--- src/rtl/flag_irq_ctrl.sv ---
module flag_irq_ctrl #(
  parameter int NF = 16
) (
  input  logic          clk,
  input  logic          rst_n,
  input  logic [NF-1:0] cond,
  input  logic          wr_en,
  input  logic [2:0]    addr,
  input  logic [NF-1:0] wr_data,
  output logic [NF-1:0] rd_data,
  output logic          irq
);
  localparam logic [2:0] A_FLAG  = 3'd0;
  localparam logic [2:0] A_MASK  = 3'd1;
  localparam logic [2:0] A_TRIG  = 3'd2;
  localparam logic [2:0] A_HOLD  = 3'd3;
  localparam logic [2:0] A_PEND  = 3'd4;
  localparam logic [2:0] A_CAUSE = 3'd5;

  logic [NF-1:0] flag_q, mask_q, trig_q, hold_q, pend_q;
  logic [NF-1:0] flag_nx, pend_nx, rise, clr_flag, clr_pend, contrib;

  assign clr_flag = (wr_en && addr == A_FLAG) ? wr_data : '0;
  assign clr_pend = (wr_en && addr == A_PEND) ? wr_data : '0;

  assign flag_nx = cond | (flag_q & hold_q & ~clr_flag);
  assign rise    = flag_nx & ~flag_q;
  assign pend_nx = (rise & trig_q) | (pend_q & ~clr_pend);
  assign contrib = mask_q & ((trig_q & pend_q) | (~trig_q & flag_q));

  always_ff @(posedge clk or negedge rst_n) begin
    if (!rst_n) begin
      flag_q <= '0;
      pend_q <= '0;
      mask_q <= '0;
      trig_q <= '0;
      hold_q <= '0;
      irq    <= 1'b0;
    end else begin
      flag_q <= flag_nx;
      pend_q <= pend_nx;
      irq    <= |contrib;
      if (wr_en && addr == A_MASK) mask_q <= wr_data;
      if (wr_en && addr == A_TRIG) trig_q <= wr_data;
      if (wr_en && addr == A_HOLD) hold_q <= wr_data;
    end
  end

  always_comb begin
    case (addr)
      A_FLAG:  rd_data = flag_q;
      A_MASK:  rd_data = mask_q;
      A_TRIG:  rd_data = trig_q;
      A_HOLD:  rd_data = hold_q;
      A_PEND:  rd_data = pend_q;
      A_CAUSE: rd_data = contrib;
      default: rd_data = '0;
    endcase
  end
endmodule

--- config.mk ---
export PLATFORM = sky130hd
export DESIGN_NAME = flag_irq_ctrl
export DESIGN_NICKNAME = d
export VERILOG_FILES = /design/src/rtl/flag_irq_ctrl.sv
export SDC_FILE = /design/constraint.sdc
export NUM_CORES = 1
export LEC_CHECK = 0
export ABC_AREA = 1
export BUFFER_PORTS_ARGS = -buffer_cell sky130_fd_sc_hd__buf_2
export CAP_MARGIN = 20
export CELL_PAD_IN_SITES_DETAIL_PLACEMENT = 1
export CELL_PAD_IN_SITES_GLOBAL_PLACEMENT = 1
export CORE_MARGIN = 4
export CORE_UTILIZATION = 42
export DETAILED_ROUTE_END_ITERATION = 12
export PLACE_DENSITY = 0.88
export SLEW_MARGIN = 20
export SYNTH_ARGS = -nofsm -noshare
export SYNTH_HDL_FRONTEND = slang
export SYNTH_SLANG_ARGS = --single-unit
--- constraint.sdc ---
create_clock -name clk -period 2.4 [get_ports clk]
set_clock_uncertainty 0.2 [all_clocks]
set_input_delay 0.36 -clock clk [delete_from_list [all_inputs] [get_ports clk]]
set_output_delay 0.36 -clock clk [all_outputs]
set_load 0.01 [all_outputs]
==> results of run 1 <==
-- cell usage in the layout, fill, tap and decap left out, drive strengths merged --
| cell | count |
|---|---|
| nor3 | 3 |
| nor2 | 30 |
| buf | 72 |
| clkinvlp | 2 |
| nand4 | 1 |
| nand2 | 222 |
| dfrtp | 81 |
| o211ai | 8 |
| clkinv | 1 |
| bufinv | 3 |
| a22oi | 9 |
| inv | 107 |
| a21o | 7 |
| dlygate4sd3 | 6 |
| o22ai | 15 |
| clkbuf | 11 |
| and2 | 7 |
| nand3b | 8 |
| o21ai | 73 |
| nand3 | 17 |
-- flip-flops by register name, summed over array words and instances, names as in the netlist --
signal,cells
irq,1
trig_q,16
pend_q,16
hold_q,16
mask_q,16
flag_q,16
-- stage by stage --
step / hold slack [ns] / area [µm²] / setup slack (ns)
after detailed placement: 0.183 / 4940 / 0.138
after CTS: 0.000725 / 5250 / 0.0904
after global placement: 0.177 / 4940 / 0.192
after global routing: 0.00569 / 5250 / 0.0572
after floorplan: -0.136 / 4500 / 0.605
final: 0.00734 / 5250 / 0.154
-- metal layers --
layer	track usage (%)	share of wire (%)	vias to the layer above
met5	0	0	-
met4	7.30	1.1	0
met3	5.16	7.1	13
met2	41.6	52	107
met1	28.7	40	2099
li1	-	-	2036
-- tightest hold or removal path: cells and delay by family --
kind                   cells  cell delay, ns
buffers and inverters      2            0.10
and+or+nand+nor            1            0.07
-- area by class of cell --
class,count,share of cell area (%)
timing repair buffer,78,9.15
clock inverter,5,1.95
tap,136,3.24
inverter,108,7.79
sequential,81,38.6
multi-input combinational,400,36.6
clock buffer,11,2.69
-- power breakdown --
part,internal [µW],switching (µW),total (µW),leakage (µW)
Combinational,402,673,1070,0.00179
Clock,719,530,1250,0.000120
Sequential,1650,231,1880,0.000964
Total,2770,1430,4200,0.00287
-- final timing paths --
kind,startpoint,endpoint,slack (ns),cells after the start
worst max-delay path,addr[1],rd_data[9],0.15,8
worst min-delay path,cond[9],flag_q[9],0.007,3
worst max register to register,trig_q[15],irq,0.97,8
worst min register to register,mask_q[7],mask_q[7],0.32,2
max in group asynchronous,rst_n,trig_q[12],1.06,3
min in group asynchronous,rst_n,hold_q[1],0.31,2
-- cell families after synthesis --
group | after synthesis | synth area share (%)
AND/OR/NAND/NOR | 288 | 26.9
buffers and inverters | 125 | 12.2
AO/OA/AOI/OAI | 112 | 15.8
flip-flops | 81 | 45.1
-- repair_timing --
action / in CTS / in global routing
endpoints found under the hold margin: 43 / 0
gates resized for setup: 0 / 1
endpoints found under the setup margin: 0 / 2
hold buffers: 6 / 0
==> reports/qor.txt, run 1 <==
most used cell, CP = buf_2
share of cells above drive strength 1 = 17.7%
DRT Pass-1 Iters = 4
Yosys cell types = 26
CP Buf/Inv Count = 5
total negative slack = 0 ns
gpl congestion = 0.836
register bit total from synthesis = 81
Area Overhead vs Synth = 16.8%
yosys warns = 0
slew margin rel. = 63.9%
buffers added on ports = 54
vias in the first global route = 4,703
Netlist Area Pre-Place = 4500 µm²
Post-Route WL = 14,100 µm
final period utilization = 93.6%
Vias/cell = 5.20
core area = 10,400 µm²
f_max = 445 MHz
dominant cells by area after synthesis = dfrtp_1 45%, nand2_1 18%, inv_1 8.9%
Peak VDD IR = 317 µV
Final Setup Violations = 0
Post-DP HPWL = 9910 µm
fin nets = 716
outcome = completed
setup repair after global routing missed its margin = no
routed len/inst = 17.2 µm
GRT Resource Usage Total = 23.6%
cell with the most instances after synthesis = nand2_1
worst-margin pin slew = 0.541 ns
Post-synth EDFFs = 0
CTS tree = yes
Cells after Synth = 606
Rows = 37
Register Area = 2030 µm²
Slew Viols, Final = 0
Routed Antenna Nets = 0
CP required = 1.84 ns
# placed instances = 797
first-pass GRT wire length = 23,500 µm
Die X = 111 µm
CP delay by family, top = buffers and inverters
Sink Count = 81
HP Class = input pin to flip-flop
footprint of the multi-input gates = 1920 µm²
residual DRC count = 0
DR vias = 4,255
mean area per synthesized cell = 7.42 µm²
final hold violations = 0
n_diodes = 0
I/O pins = 55
number of max-cap violations = 0
sequential area share after synthesis = 45.1%
Crit Path Max Fanout = 10
critical path's slowest cell = clkinvlp_4
initial antenna violation count = 0
Fill cells = 1,359
syn nets = 644
Design Power = 4200 µW
fin util = 50.6%
kind of critical path = input pin to primary output
min Tclk post-route = 2.25 ns
Die Footprint = 12,400 µm²
post-synth top area share = 45.1%
CP Cell Sequence = buf_2, inv_1, nand2_1, clkinvlp_4, buf_4, o211ai_1, nand3b_1, buf_2
latest clock arrival within the worst-skew pair = 0.36 ns
TritonCTS Buffers = 9
largest net degree at the start of global routing = 44
FFs w/ async S/R, synth = 100%
most frequent cells after synthesis = 218 x nand2_1, 107 x inv_1, 81 x dfrtp_1, 40 x o21ai_0, 28 x nor2_1
Post-CTS Setup Inserts = 0
Yosys top cell by area = dfrtp_1
CP endpoint kind = primary output
Primary FF master, synth = dfrtp_1
Worst Setup Start Kind = input pin
Pleak = 0.00287 µW
initial DRC count = 236
largest stage delay on the critical path = 0.26 ns
htree depth = 3
fin cells = 819
global-route congestion overflow total = 0
PwrDens = 801 nW/µm²
clk buf depth = 2
Worst-path clk slew = 0.08 ns
Starting Density = 43.4%
Die Ht = 111 µm
Worst Path Arrival = 1.69 ns
CTS root buffer = clkbuf_8
No activity file was read; power rests on OpenSTA's default activity.
==> run 2, diff against run 1 <==
--- a/config.mk
+++ b/config.mk
@@ -11,9 +11,9 @@
 export CELL_PAD_IN_SITES_DETAIL_PLACEMENT = 1
 export CELL_PAD_IN_SITES_GLOBAL_PLACEMENT = 1
 export CORE_MARGIN = 4
-export CORE_UTILIZATION = 42
+export CORE_UTILIZATION = 29
 export DETAILED_ROUTE_END_ITERATION = 12
-export PLACE_DENSITY = 0.88
+export PLACE_DENSITY = 0.67
 export SLEW_MARGIN = 20
 export SYNTH_ARGS = -nofsm -noshare
 export SYNTH_HDL_FRONTEND = slang
==> reports/qor.txt, run 2 (same netlist as run 1, synthesis figures left out) <==
Sink Count = 81
CTS root buffer = clkbuf_16
Die Ht = 133 µm
buffers added on ports = 54
Die X = 133 µm
footprint of the multi-input gates = 1920 µm²
global-route congestion overflow total = 0
PwrDens = 818 nW/µm²
worst-margin pin slew = 0.643 ns
hold path depth = 3
Die Footprint = 17,600 µm²
Worst Min Path Start = cond[9]
share of cells above drive strength 1 = 17.4%
CP Buf/Inv Count = 5
GRT Resource Usage Total = 16.5%
htree depth = 3
Vias/cell = 4.71
core area = 15,200 µm²
gpl congestion = 0.770
largest stage delay on the critical path = 0.27 ns
TritonCTS Buffers = 9
HP Class = input pin to flip-flop
final period utilization = 94.4%
outcome = completed
total negative slack = 0 ns
Post-DP Area = 5020 µm²
reg2reg path depth = 8
CP Launch Point = addr[1]
clk buf depth = 2
CP delay by family, top = buffers and inverters
final hold violations = 0
DRT Pass-1 Iters = 4
CP Cell Sequence = buf_2, inv_1, nand2_1, clkinvlp_4, buf_4, o211ai_1, nand3b_1, buf_2
Slew Viols, Final = 0
most common cell after layout, fill and taps aside = nand2_1
vias in the first global route = 4,405
min Tclk post-route = 2.26 ns
fin nets = 711
Fill cells = 1,880
Worst Path Arrival = 1.70 ns
initial DRC count = 190
largest net degree at the start of global routing = 47
residual DRC count = 0
f_max = 442 MHz
Crit Path Max Fanout = 10
fin cells = 867
kind of critical path = input pin to primary output
Post-CTS Setup Inserts = 0
first-pass GRT wire length = 22,800 µm
Pleak = 0.00289 µW
# placed instances = 849
initial antenna violation count = 0
Worst Setup Start Kind = input pin
DR vias = 4,085
Final Setup Violations = 0
R2R Path End = irq
Design Area, Final = 5340 µm²
Area Overhead vs Synth = 18.8%
Rows = 45
most frequent cells in the layout = 218 x nand2_1, 106 x inv_1, 81 x dfrtp_1
number of max-cap violations = 0
slew margin rel. = 57.1%
CP endpoint kind = primary output
latest clock arrival within the worst-skew pair = 0.34 ns
CP required = 1.84 ns
most used cell, CP = buf_2
Routed Antenna Nets = 0
Register Area = 2030 µm²
reg2reg start = trig_q[15]
Post-DP HPWL = 10,000 µm
fin util = 35.1%
setup repair after global routing missed its margin = no
Peak VDD IR = 363 µV
CTS tree = yes
Starting Density = 29.6%
Post-Route WL = 13,800 µm
Worst Hold End = flag_q[9]
worst reg-to-reg setup slack = 0.92 ns
critical path's slowest cell = clkinvlp_4
routed len/inst = 16.0 µm
I/O pins = 55
Worst-path clk slew = 0.06 ns
## run 2: cell count changes in the layout (fill, tap and decap cells not counted), sizes merged
cell         delta
dlygate4sd3     -5
diode           +1
bufinv          -1
clkbuf          +2
clkinvlp        -1
## run 2: cell type report
cell class                 count  area share (%)
sequential                    81            37.9
multi-input combinational    400            35.9
timing repair buffer          73            8.29
inverter                     108            7.66
clock buffer                  13            4.50
tap                          188            4.40
clock inverter                 3            1.22
antenna                        1          0.0468
## run 2: timing repair
action,CTS,global route
endpoints found under the setup margin,0,1
resized for setup,0,1
hold endpoints to repair,45,0
hold buffers,1,0
## run 2: metal layers
layer | track usage, % | part of all wire [%] | vias up
met4 | 5.31 | 1.9 | 0
met3 | 3.80 | 4.3 | 21
li1 | - | - | 2027
met1 | 21.0 | 46 | 1967
met2 | 27.9 | 48 | 70
met5 | 0 | 0 | -
## run 2: worst min-delay path, stage by stage
cell,delay [ns]
buf_2,0.07
inv_1,0.03
nand2_1,0.07
## run 2: per-stage QoR
step	hold WS [ns]	total power [µW]	setup slack [ns]
finish	0.0217	4370	0.135
global route	0.0243	4690	0.0233
CTS	0.0130	4420	0.0370
detailed placement	0.237	2940	0.0822
global placement	0.218	2870	0.145
floorplan	-0.136	2550	0.605
## run 2: report_power, final
group / leakage [µW] / total [µW] / switching, µW / internal (µW)
Sequential: 0.000964 / 1870 / 219 / 1650
Combinational: 0.00178 / 1040 / 638 / 398
Clock: 0.000148 / 1460 / 552 / 912
## run 2: worst max path at each step
stage                            end  slack (ns)  depth (start not counted)
final                     rd_data[9]        0.14                          8
after global routing      rd_data[9]        0.02                          8
after CTS                 rd_data[9]        0.04                          8
after detailed placement  rd_data[9]        0.08                          8
after global placement    rd_data[9]        0.15                          8
after floorplan           rd_data[2]        0.61                          7
